**config.mk**
```make
export PLATFORM = sky130hd
export DESIGN_NAME = irq_vec_ctrl
export DESIGN_NICKNAME = d
export VERILOG_FILES = /design/src/rtl/icu_pkg.sv /design/src/rtl/icu_src_bank.sv /design/src/rtl/icu_prio_pick.sv /design/src/rtl/irq_vec_ctrl.sv
export SDC_FILE = /design/constraint.sdc
export NUM_CORES = 1
export LEC_CHECK = 0
export ABC_AREA = 0
export BUFFER_PORTS_ARGS = -buffer_cell sky130_fd_sc_hd__buf_2
export CORE_MARGIN = 4
export CORE_UTILIZATION = 50
export DETAILED_ROUTE_END_ITERATION = 8
export HOLD_SLACK_MARGIN = 0.02
export PLACE_DENSITY = 0.67
export SYNTH_ARGS = -nofsm -noshare
export SYNTH_HDL_FRONTEND = slang
export SYNTH_SLANG_ARGS = --single-unit
```
**constraint.sdc**
```tcl
create_clock -name clk -period 42.1 [get_ports clk]
set_input_delay 8.42 -clock clk [delete_from_list [all_inputs] [get_ports clk]]
set_output_delay 8.42 -clock clk [all_outputs]
set_load 0.05 [all_outputs]
```
**src/rtl/icu_pkg.sv**
```systemverilog
package icu_pkg;
  localparam int unsigned ADDR_W = 8;

  typedef enum logic [4:0] {
    R_NONE, R_ROUTE, R_MODE, R_POL, R_EN, R_ENSET, R_ENCLR, R_PCLR,
    R_SOFT, R_RAW, R_IRQST, R_FIQST, R_MASTER, R_NOPEND, R_VECRD,
    R_VECWR, R_INSVC
  } reg_e;

  // Group index is addr[6:3]; addr[2] picks the bank or the odd single register.
  function automatic reg_e decode(input logic [ADDR_W-1:0] a);
    reg_e r;
    r = R_NONE;
    if (a[7] == 1'b0 && a[1:0] == 2'b00) begin
      case (a[6:3])
        4'd0:    r = R_ROUTE;
        4'd1:    r = R_MODE;
        4'd2:    r = R_POL;
        4'd3:    r = R_EN;
        4'd4:    r = R_ENSET;
        4'd5:    r = R_ENCLR;
        4'd6:    r = R_PCLR;
        4'd7:    r = R_SOFT;
        4'd8:    r = R_RAW;
        4'd9:    r = R_IRQST;
        4'd10:   r = R_FIQST;
        4'd11:   r = a[2] ? R_NOPEND : R_MASTER;
        4'd12:   r = a[2] ? R_VECWR : R_VECRD;
        4'd13:   r = a[2] ? R_NONE : R_INSVC;
        default: r = R_NONE;
      endcase
    end
    return r;
  endfunction
endpackage

```
**src/rtl/icu_src_bank.sv**
```systemverilog
module icu_src_bank #(
  parameter int unsigned W = 32
) (
  input  logic         clk,
  input  logic         rst_n,
  input  logic [W-1:0] src_i,
  input  logic [W-1:0] pol_i,
  input  logic [W-1:0] edge_i,
  input  logic [W-1:0] soft_i,
  input  logic [W-1:0] pclr_i,
  output logic [W-1:0] raw_o
);
  logic [W-1:0] corr;
  logic [W-1:0] corr_q;
  logic [W-1:0] hit;
  logic [W-1:0] lat_q;
  logic [W-1:0] lat_d;
  logic         lat_en;

  assign corr = src_i ^ pol_i;
  assign hit  = edge_i & corr & ~corr_q;

  always_comb begin
    lat_en = |(hit | pclr_i | (lat_q & ~edge_i));
    lat_d  = (lat_q & edge_i & ~pclr_i) | hit;
  end

  always_ff @(posedge clk or negedge rst_n) begin
    if (!rst_n) begin
      corr_q <= '0;
      lat_q  <= '0;
    end else begin
      corr_q <= corr;
      if (lat_en) lat_q <= lat_d;
    end
  end

  assign raw_o = (edge_i & lat_q) | (~edge_i & corr) | soft_i;


  edge_capture_chk: assert property (@(posedge clk) disable iff (!rst_n)
    (|hit) |=> ((lat_q & $past(hit)) == $past(hit)));


  latch_clear_chk: assert property (@(posedge clk) disable iff (!rst_n)
    (|(pclr_i & ~hit)) |=> ((lat_q & $past(pclr_i & ~hit)) == '0));
endmodule

```
**src/rtl/icu_prio_pick.sv**
```systemverilog
module icu_prio_pick #(
  parameter int unsigned N  = 64,
  parameter int unsigned IW = $clog2(N)
) (
  input  logic [N-1:0]  req_i,
  output logic          found_o,
  output logic [IW-1:0] idx_o
);
  always_comb begin
    found_o = 1'b0;
    idx_o   = '0;
    for (int i = N - 1; i >= 0; i--) begin
      if (req_i[i]) begin
        found_o = 1'b1;
        idx_o   = IW'(i);
      end
    end
  end
endmodule

```
**src/rtl/irq_vec_ctrl.sv**
```systemverilog
module irq_vec_ctrl #(
  parameter int unsigned BANK_W     = 32,
  parameter logic [31:0] NOPEND_RST = 32'h0000_00FF
) (
  input  logic                       clk,
  input  logic                       rst_n,
  input  logic [2*BANK_W-1:0]        src_i,
  input  logic                       bus_wr_i,
  input  logic                       bus_rd_i,
  input  logic [icu_pkg::ADDR_W-1:0] bus_addr_i,
  input  logic [BANK_W-1:0]          bus_wdata_i,
  output logic [BANK_W-1:0]          bus_rdata_o,
  output logic                       irq_o,
  output logic                       fiq_o
);
  import icu_pkg::*;

  localparam int unsigned NBANK   = 2;
  localparam int unsigned NUM_SRC = NBANK * BANK_W;
  localparam int unsigned IW      = $clog2(NUM_SRC);

  // reset: asynchronous assert, synchronous release
  logic [1:0] rsync_q;
  logic       rst_sn;
  always_ff @(posedge clk or negedge rst_n) begin
    if (!rst_n) rsync_q <= 2'b00;
    else        rsync_q <= {rsync_q[0], 1'b1};
  end
  assign rst_sn = rsync_q[1];

  logic [NBANK-1:0][BANK_W-1:0] route_q, route_d;
  logic [NBANK-1:0][BANK_W-1:0] mode_q,  mode_d;
  logic [NBANK-1:0][BANK_W-1:0] pol_q,   pol_d;
  logic [NBANK-1:0][BANK_W-1:0] en_q,    en_d;
  logic [NBANK-1:0][BANK_W-1:0] soft_q,  soft_d;
  logic [NBANK-1:0][BANK_W-1:0] pclr;
  logic [NBANK-1:0][BANK_W-1:0] raw;
  logic [1:0]                   master_q, master_d;
  logic [BANK_W-1:0]            nopend_q, nopend_d;
  logic                         svc_act_q, svc_act_d;
  logic [IW-1:0]                svc_num_q, svc_num_d;
  logic [BANK_W-1:0]            rdata_q, rdata_d;
  logic                         rdata_en;
  logic                         irq_q, irq_d, fiq_q, fiq_d;

  logic [NUM_SRC-1:0] irq_stat, fiq_stat, allow, elig;
  logic               pick_found;
  logic [IW-1:0]      pick_idx;
  reg_e               sel;
  logic               bk;

  assign sel = decode(bus_addr_i);
  assign bk  = bus_addr_i[2];

  // per-bank line conditioning
  for (genvar b = 0; b < NBANK; b++) begin : g_bank
    icu_src_bank #(.W(BANK_W)) u_bank (
      .clk    (clk),
      .rst_n  (rst_sn),
      .src_i  (src_i[b*BANK_W +: BANK_W]),
      .pol_i  (pol_q[b]),
      .edge_i (mode_q[b]),
      .soft_i (soft_q[b]),
      .pclr_i (pclr[b]),
      .raw_o  (raw[b])
    );
  end

  assign irq_stat = raw & en_q & ~route_q;
  assign fiq_stat = raw & en_q & route_q;

  // service window: only lines numbered below the one in service pass
  for (genvar i = 0; i < NUM_SRC; i++) begin : g_allow
    assign allow[i] = !svc_act_q || (IW'(i) < svc_num_q);
  end
  assign elig = irq_stat & allow;

  icu_prio_pick #(.N(NUM_SRC), .IW(IW)) u_pick (
    .req_i   (elig),
    .found_o (pick_found),
    .idx_o   (pick_idx)
  );

  // next-state logic
  always_comb begin
    route_d   = route_q;
    mode_d    = mode_q;
    pol_d     = pol_q;
    en_d      = en_q;
    soft_d    = soft_q;
    master_d  = master_q;
    nopend_d  = nopend_q;
    svc_act_d = svc_act_q;
    svc_num_d = svc_num_q;
    pclr      = '0;
    if (bus_wr_i) begin
      case (sel)
        R_ROUTE:  route_d[bk] = bus_wdata_i;
        R_MODE:   mode_d[bk]  = bus_wdata_i;
        R_POL:    pol_d[bk]   = bus_wdata_i;
        R_SOFT:   soft_d[bk]  = bus_wdata_i;
        R_ENSET:  en_d[bk]    = en_q[bk] | bus_wdata_i;
        R_ENCLR:  en_d[bk]    = en_q[bk] & ~bus_wdata_i;
        R_PCLR:   pclr[bk]    = bus_wdata_i;
        R_MASTER: master_d    = bus_wdata_i[1:0];
        R_NOPEND: nopend_d    = bus_wdata_i;
        R_VECWR:  svc_act_d   = 1'b0;
        default:  ;
      endcase
    end
    if (bus_rd_i && sel == R_VECRD && pick_found) begin
      svc_act_d = 1'b1;
      svc_num_d = pick_idx;
    end
  end

  // read data
  always_comb begin
    rdata_en = bus_rd_i;
    rdata_d  = '0;
    case (sel)
      R_ROUTE:  rdata_d = route_q[bk];
      R_MODE:   rdata_d = mode_q[bk];
      R_POL:    rdata_d = pol_q[bk];
      R_EN:     rdata_d = en_q[bk];
      R_SOFT:   rdata_d = soft_q[bk];
      R_RAW:    rdata_d = raw[bk];
      R_IRQST:  rdata_d = irq_stat[bk*BANK_W +: BANK_W];
      R_FIQST:  rdata_d = fiq_stat[bk*BANK_W +: BANK_W];
      R_MASTER: rdata_d = {{(BANK_W-2){1'b0}}, master_q};
      R_NOPEND: rdata_d = nopend_q;
      R_VECRD:  rdata_d = pick_found ? {{(BANK_W-IW){1'b0}}, pick_idx} : nopend_q;
      R_INSVC:  rdata_d = svc_act_q ? {1'b1, {(BANK_W-1-IW){1'b0}}, svc_num_q} : '0;
      default:  rdata_d = '0;
    endcase
  end

  assign irq_d = master_q[0] & (|elig);
  assign fiq_d = master_q[1] & (|fiq_stat);

  // registers
  always_ff @(posedge clk or negedge rst_sn) begin
    if (!rst_sn) begin
      route_q   <= '0;
      mode_q    <= '0;
      pol_q     <= '0;
      en_q      <= '0;
      soft_q    <= '0;
      master_q  <= '0;
      nopend_q  <= NOPEND_RST[BANK_W-1:0];
      svc_act_q <= 1'b0;
      svc_num_q <= '0;
      rdata_q   <= '0;
      irq_q     <= 1'b0;
      fiq_q     <= 1'b0;
    end else begin
      route_q   <= route_d;
      mode_q    <= mode_d;
      pol_q     <= pol_d;
      en_q      <= en_d;
      soft_q    <= soft_d;
      master_q  <= master_d;
      nopend_q  <= nopend_d;
      svc_act_q <= svc_act_d;
      svc_num_q <= svc_num_d;
      if (rdata_en) rdata_q <= rdata_d;
      irq_q     <= irq_d;
      fiq_q     <= fiq_d;
    end
  end

  assign bus_rdata_o = rdata_q;
  assign irq_o       = irq_q;
  assign fiq_o       = fiq_q;


  irq_gate_chk: assert property (@(posedge clk) disable iff (!rst_sn)
    !master_q[0] |=> !irq_o);


  fiq_gate_chk: assert property (@(posedge clk) disable iff (!rst_sn)
    !master_q[1] |=> !fiq_o);


  vec_end_chk: assert property (@(posedge clk) disable iff (!rst_sn)
    (bus_wr_i && sel == R_VECWR) |=> !svc_act_q);


  vec_mark_chk: assert property (@(posedge clk) disable iff (!rst_sn)
    (bus_rd_i && sel == R_VECRD && pick_found) |=>
      (svc_act_q && bus_rdata_o == {{(BANK_W-IW){1'b0}}, svc_num_q}));


  en_set_chk: assert property (@(posedge clk) disable iff (!rst_sn)
    (bus_wr_i && sel == R_ENSET) |=>
      ((en_q[$past(bk)] & $past(bus_wdata_i)) == $past(bus_wdata_i)));


  en_clr_chk: assert property (@(posedge clk) disable iff (!rst_sn)
    (bus_wr_i && sel == R_ENCLR) |=>
      ((en_q[$past(bk)] & $past(bus_wdata_i)) == '0));
endmodule

```
# == Word-level counts from Yosys, hierarchy flattened ==
# Cells that the tools add are included.
# word_totals
ff_bits,525
latch_bits,0
ramBits,0
mem_bits_ro,0
in_bits,108
word_cells,409
mem_count,0
# op_classes
add_sub_neg,0
multipliers,0
div,0
magnitude_cmp,66
eq_ne,29
shift,2
n_mux,162
bitwise_logic,42
n_reduce_logical,86
# op_table
op,count
two-way mux 32 bit,15
bitwise AND 32 bit,13
bitwise mux 64 bit,6
two-way mux 6 bit,64
one-hot mux 32 bit (12 select lines),1
bitwise OR 32 bit,11
bitwise AND 64 bit,5
NOT 32 bit,7
< comparator 6 bit (first input constant),32
two-way mux 64 bit,2
one-hot mux 64 bit (2 select lines),1
OR reduction 64 bit,2
indexed part select 64 x 7 -> 32 bit,2
< comparator 5 x 6 -> 1 bit (first input constant),16
one-hot mux 5 bit (14 select lines),1
two-way mux 1 bit,69
logical OR 1 bit,64
NOT 64 bit,1
OR reduction 32 bit,2
bitwise XOR 32 bit,2
< comparator 4 x 6 -> 1 bit (first input constant),8
== test 5 x 4 -> 1 bit (second input constant),8
demux 32 bit (select 1 bit),1
== test 4 bit (second input constant),6
other kinds (21),48

# == Logic depth before layout (Yosys ltp) ==
# depth
word_depth,74
ltp_mapped,14
depth_no_buf,10

# == Modules after synthesis ==
# A second synthesis with hierarchy kept.
# unflattened
hier_cells,2816
area_unflattened_um2,29331.9
# by_module_without_submodules
module,instances,cells_per_inst,area_per_inst_um2
irq_vec_ctrl,1,2036,22002.4
icu_src_bank,2,320,3283.1
icu_prio_pick,1,140,763.2

# == Least setup slack after synthesis ==
# Ideal clock, no wire load.
# synth_timing
kind,in2reg
from,in bus_addr_i[2] (netlist name)
to,reg route_q[38] (netlist name)
setup_ns,0.125
arrival_time_ns,10.543
t_required_ns,41.975
path_slack_ns,31.432
cell_stages,7
n_path_buf,4
path_cell_list,clkbuf_1 > buf_6 > clkbuf_1 > nand2_1 > nor2_1 > clkbuf_1 > mux2_2
# synth_via
elab_chain_cells,5
word_cells_on_any_way,13
cone_classes,order compare (2); eq/ne (1); mux (8); reduce/logical (2)
# synth_lines
element,line,rtl
"start, declared",irq_vec_ctrl.sv:10,"input logic [icu_pkg::ADDR_W-1:0] bus_addr_i,"
two-way mux 1 bit (tied with other cells),"icu_pkg.sv:27, icu_pkg.sv:28",
one-hot mux 5 bit (14 select lines) / logical AND 1 bit (equally long branches),"icu_pkg.sv:15, irq_vec_ctrl.sv:98",
two-way mux 5 bit / two-way mux 32 bit (equally long branches),"icu_pkg.sv:14, irq_vec_ctrl.sv:98",
== test 5 x 1 -> 1 bit / demux 32 bit (select 1 bit) (equally long branches),"irq_vec_ctrl.sv:97, irq_vec_ctrl.sv:98",
AND reduction 2 bit (no line) / bitwise mux 64 bit (equally long branches),-,
"end signal, assigned",irq_vec_ctrl.sv:157,route_q <= route_d;
"end, declared",irq_vec_ctrl.sv:31,"logic [NBANK-1:0][BANK_W-1:0] route_q, route_d;"
# Several ways; a longest one is shown, not always the timed one.
# A chain may end at the register's enable or synchronous reset.

# == Worst setup path in the final report ==
# layout_timing
from,in src_i[21]
to,reg rdata_q[28] (netlist: bus_rdata_o[28])
# layout_via
elab_chain_cells,31
# layout_lines
element,line,rtl
"start, declared",irq_vec_ctrl.sv:7,"input logic [2*BANK_W-1:0] src_i,"
bitwise XOR 32 bit,icu_src_bank.sv:20,assign corr = src_i ^ pol_i;
named net g_bank[0].u_bank.corr[21],icu_src_bank.sv:13,logic [W-1:0] corr;
bitwise AND 32 bit,icu_src_bank.sv:38,assign raw_o = (edge_i & lat_q) | (~edge_i & corr) | soft_i;
bitwise OR 32 bit (2 in series),icu_src_bank.sv:38,
bitwise AND 64 bit (2 in series),irq_vec_ctrl.sv:69,assign irq_stat = raw & en_q & ~route_q;
bitwise AND 64 bit,irq_vec_ctrl.sv:76,assign elig = irq_stat & allow;
two-way mux 1 bit (22 in series),icu_prio_pick.sv:13,if (req_i[i]) begin
two-way mux 32 bit,irq_vec_ctrl.sv:132,"R_VECRD: rdata_d = pick_found ? {{(BANK_W-IW){1'b0}}, pick_idx} : nopend_q;"
one-hot mux 32 bit (12 select lines),irq_vec_ctrl.sv:121,case (sel)
"end signal, assigned",irq_vec_ctrl.sv:166,if (rdata_en) rdata_q <= rdata_d;
"end, declared",irq_vec_ctrl.sv:42,"logic [BANK_W-1:0] rdata_q, rdata_d;"
# The timed path passes the listed nets, and every way through them passes these cells.

==> flow_metrics.env <==
export IMPL_max_freq_ghz=0.08653
export IMPL_routed_wl_mm=95.85
export IMPL_seqPwrFrac_pct=44.8
export IMPL_dp_slack_ns=29.97
export IMPL_syn_inst=2755
export IMPL_numPortBuffers=141
export IMPL_cp_start_kind="input port"
export IMPL_ctsHoldBuffers=0
export IMPL_drt_pass1_iter_count=6
export IMPL_post_cts_buffers=0
export IMPL_crit_path_end_kind="flop"
export IMPL_finalHoldViolations=0
export IMPL_clockBufferDepth=3
export IMPL_core_rowCount=88
export IMPL_critPathSlowestCell="o311ai_0"
export IMPL_grt_max_degree=85
export IMPL_period_minus_slack_ns=11.56
export IMPL_finalSetupViolCount=0
export IMPL_dieArea_um2=62300
export IMPL_p_clk_share_pct=41.8
export IMPL_worst_r2r_setup_slack_ns=37.51
export IMPL_die_w_um=249.6
export IMPL_syn_nets=2863
export IMPL_status="finished clean"
export IMPL_antenna_found_initial=0
export IMPL_cts_repair_resized=0
export IMPL_synth_seq_area_share_pct=45.05
export IMPL_overflow=0
export IMPL_vias_per_cell=6.472
export IMPL_antenna_diode_count=0
export IMPL_cp_arrival_ns=12.10
export IMPL_holdWs_ns=0.3511
export IMPL_place_inst=3530
export IMPL_grtUsageTotal_pct=30.04
export IMPL_cts_clk_slew_worst_paths_ns=0.06
export IMPL_syn_avg_cell_area_um2=10.59
export IMPL_final_util_pct=56.28
export IMPL_timing_rr_end="bus_rdata_o[28]"
export IMPL_numCtsBuffers=55
export IMPL_die_h_um=249.6
export IMPL_fin_tns_setup_ns=0
export IMPL_reg2reg_depth=10
export IMPL_final_antenna_net_count=0
export IMPL_grt_pass1_wl_mm=146.1
export IMPL_maxSlewViolCount=0
export IMPL_vias=23520
export IMPL_clk_latency_ns=0.62
export IMPL_grt_setup_unrepaired="false"
export IMPL_cpPeakStageDelay_ns=0.93
export IMPL_dp_hpwl_mm=62.53
export IMPL_synthFlopType="dfrtp_1"
export IMPL_cts_root_buf="clkbuf_16"
export IMPL_drv_cap=0
export IMPL_finalWorstSetupSlack_ns=30.54
export IMPL_skew_ns=0.02128
export IMPL_synth_distinct_cells=103
export IMPL_vdd_ir_drop_max_mv=0.03299
export IMPL_cts_sinks=525
export IMPL_cts_max_level=2
export IMPL_synth_edff_count=0
export IMPL_finish_net_count=2930
export IMPL_yosys_warnings=0
export IMPL_crit_type="in -> reg"
export IMPL_power_internal_w=0.0009091
export IMPL_grt_pass1_vias=23510
export IMPL_n_fill_cell=4987
export IMPL_drc=0
export IMPL_synthArstFlopShare_pct=100.0
export IMPL_fin_cells=3634
export IMPL_p_sw_w=0.0003365
export IMPL_worst_slew_pin_slew_ns=1.393
export IMPL_cts_tree="yes"
export IMPL_p_sw_share_pct=27.01
export IMPL_cp_cell_sequence="buf_2 -> xor2_1 -> o311ai_0 -> a2111o_1 -> nand4_2 -> nor4_1 -> and4_1 -> a22oi_4 -> nor2_8 -> a221o_1"
export IMPL_critPathRequiredTime_ns=42.64
export IMPL_coreArea_um2=57700
export IMPL_fin_crit_sh_pct=27.45
export IMPL_leakage_nw=14.64
export IMPL_p_comb_share_pct=13.3
export IMPL_min_from="rsync_q[0]"
export IMPL_path_max_fanout=26
export IMPL_drt_iter0_markers=2365
export IMPL_ioPinCount=142
export IMPL_slew_headroom_pct=6.269
export IMPL_crit_path_end="bus_rdata_o[28]"
export IMPL_synth_area_um2=29190
export IMPL_wl_per_cell_um=26.38
export IMPL_syn2layout_area_growth_pct=11.25
export IMPL_drive_above_1_share_pct=25.51
export IMPL_r2r_start="svc_act_q"
export IMPL_crit_start="src_i[21]"
export IMPL_hold_path_class="reg -> reg"
export IMPL_ys_seq_elements=525
export IMPL_gp_congestion=0.9956
export IMPL_start_util_pct=50.59
export IMPL_powerDensity_nw_per_um2=38.36
## cell families after synthesis
kind of cell	after synthesis	synth area share [%]
xor+xnor	129	3.871
simple gates	712	13.26
flops	525	45.05
mux	489	18.29
compound gates	691	16.37
other cells	1	0.01285
buf+inv	208	3.147
## how the worst min path moves through the flow
stage               cells after the start  slack (ns)    endpoint
global placement                        0        0.34  rsync_q[1]
finish                                  0        0.35  rsync_q[1]
CTS                                     0        0.35  rsync_q[1]
detailed placement                      0        0.34  rsync_q[1]
global route                            0        0.37  rsync_q[1]
floorplan                               0        0.33  rsync_q[1]
## metrics by stage
step	total power, W	instance area (µm²)
2_1_floorplan	0.0006748	29190
3_3_place_gp	0.0007263	30520
3_5_place_dp	0.0007302	30520
4_1_cts	0.001250	32470
5_1_grt	0.001291	32470
6_report	0.001246	32470
## layout by cell type, fill, tap and decap left out, types with 12 or more instances in the layout
| cell type | netlist | final |
|---|---|---|
| dfrtp_1 | 517 | 516 |
| mux2_2 | 345 | 345 |
| nand2_1 | 228 | 226 |
| a21oi_1 | 176 | 176 |
| mux2i_1 | 143 | 143 |
| buf_2 | 13 | 141 |
| xor2_1 | 95 | 95 |
| nor2_1 | 93 | 87 |
| a31oi_1 | 74 | 74 |
| o21ai_0 | 70 | 70 |
| o22ai_1 | 56 | 56 |
| clkbuf_16 | 0 | 56 |
| nor2b_1 | 56 | 55 |
| nand2b_1 | 52 | 52 |
| or3b_2 | 48 | 48 |
| a21boi_0 | 47 | 47 |
| buf_4 | 6 | 46 |
| o311a_1 | 41 | 41 |
| nand3_1 | 41 | 39 |
| nor3_1 | 40 | 36 |
| xnor2_1 | 34 | 34 |
| and3_1 | 32 | 31 |
| a211oi_1 | 29 | 29 |
| inv_1 | 28 | 28 |
| nor4_1 | 29 | 28 |
| a22oi_1 | 25 | 25 |
| a221oi_1 | 25 | 25 |
| a221o_1 | 19 | 19 |
| nand4_1 | 16 | 16 |
| or3b_1 | 14 | 14 |
| clkbuf_8 | 0 | 14 |
| a21o_1 | 13 | 13 |
| clkbuf_1 | 125 | 12 |
## worst max-delay path: cells and delay by family
family | cells | cell delay [ns]
simple gates | 4 | 1.77
compound gates | 4 | 1.61
xor+xnor | 1 | 0.17
buf+inv | 1 | 0.11
## power groups by stage
stage	Sequential [W]	Combinational, W	Clock (W)
final	0.000559	0.000166	0.000521
after global routing	0.000562	0.000180	0.000550
after CTS	0.000558	0.000164	0.000528
after detailed placement	0.000567	0.000163	0
after global placement	0.000566	0.000161	0
after floorplan	0.000565	0.000110	0
## cell usage after synthesis, types with 41 or more instances
cell / count / area share [%]
dfrtp_1: 517 / 44
mux2_2: 345 / 13
nand2_1: 228 / 2.9
a21oi_1: 176 / 3.0
mux2i_1: 143 / 4.9
clkbuf_1: 125 / 1.6
xor2_1: 95 / 2.9
nor2_1: 93 / 1.2
a31oi_1: 74 / 1.6
o21ai_0: 70 / 1.2
nor2b_1: 56 / 1.2
o22ai_1: 56 / 1.2
nand2b_1: 52 / 1.1
or3b_2: 48 / 1.4
a21boi_0: 47 / 1.2
nand3_1: 41 / 0.70
o311a_1: 41 / 1.4
## area by class of cell
| class | instances | area [µm²] | share of cell area [%] |
|---|---|---|---|
| Tap cell | 765 | 957.2 | 2.948 |
| Clock buffer | 82 | 1639 | 5.048 |
| Inverter | 30 | 112.6 | 0.3468 |
| Timing Repair Buffer | 188 | 1066 | 3.283 |
| Sequential cell | 525 | 13150 | 40.50 |
| Clock inverter | 22 | 307.8 | 0.9480 |
| Multi-Input combinational cell | 2022 | 15230 | 46.92 |
## routing by layer
| layer | share of wire, % | GRT usage (%) | up-vias | routed length (µm) |
|---|---|---|---|---|
| met2 | 47 | 48.89 | 980 | 45060 |
| li1 | - | - | 10460 | - |
| met5 | 0 | 0 | - | 0 |
| met1 | 42 | 40.90 | 11840 | 40400 |
| met3 | 6.8 | 4.658 | 247 | 6494 |
| met4 | 4.1 | 11.36 | 0 | 3899 |
## flip-flops by register name (all words and copies together), names as in the netlist, 32 cells and up
register,count
mode_q,64
en_q,64
bus_rdata_o,32
pol_q,64
route_q,64
nopend_q,32
g_bank.u_bank.lat_q,64
soft_q,64
g_bank.u_bank.corr_q,64
(Power assumes the default switching activity.)
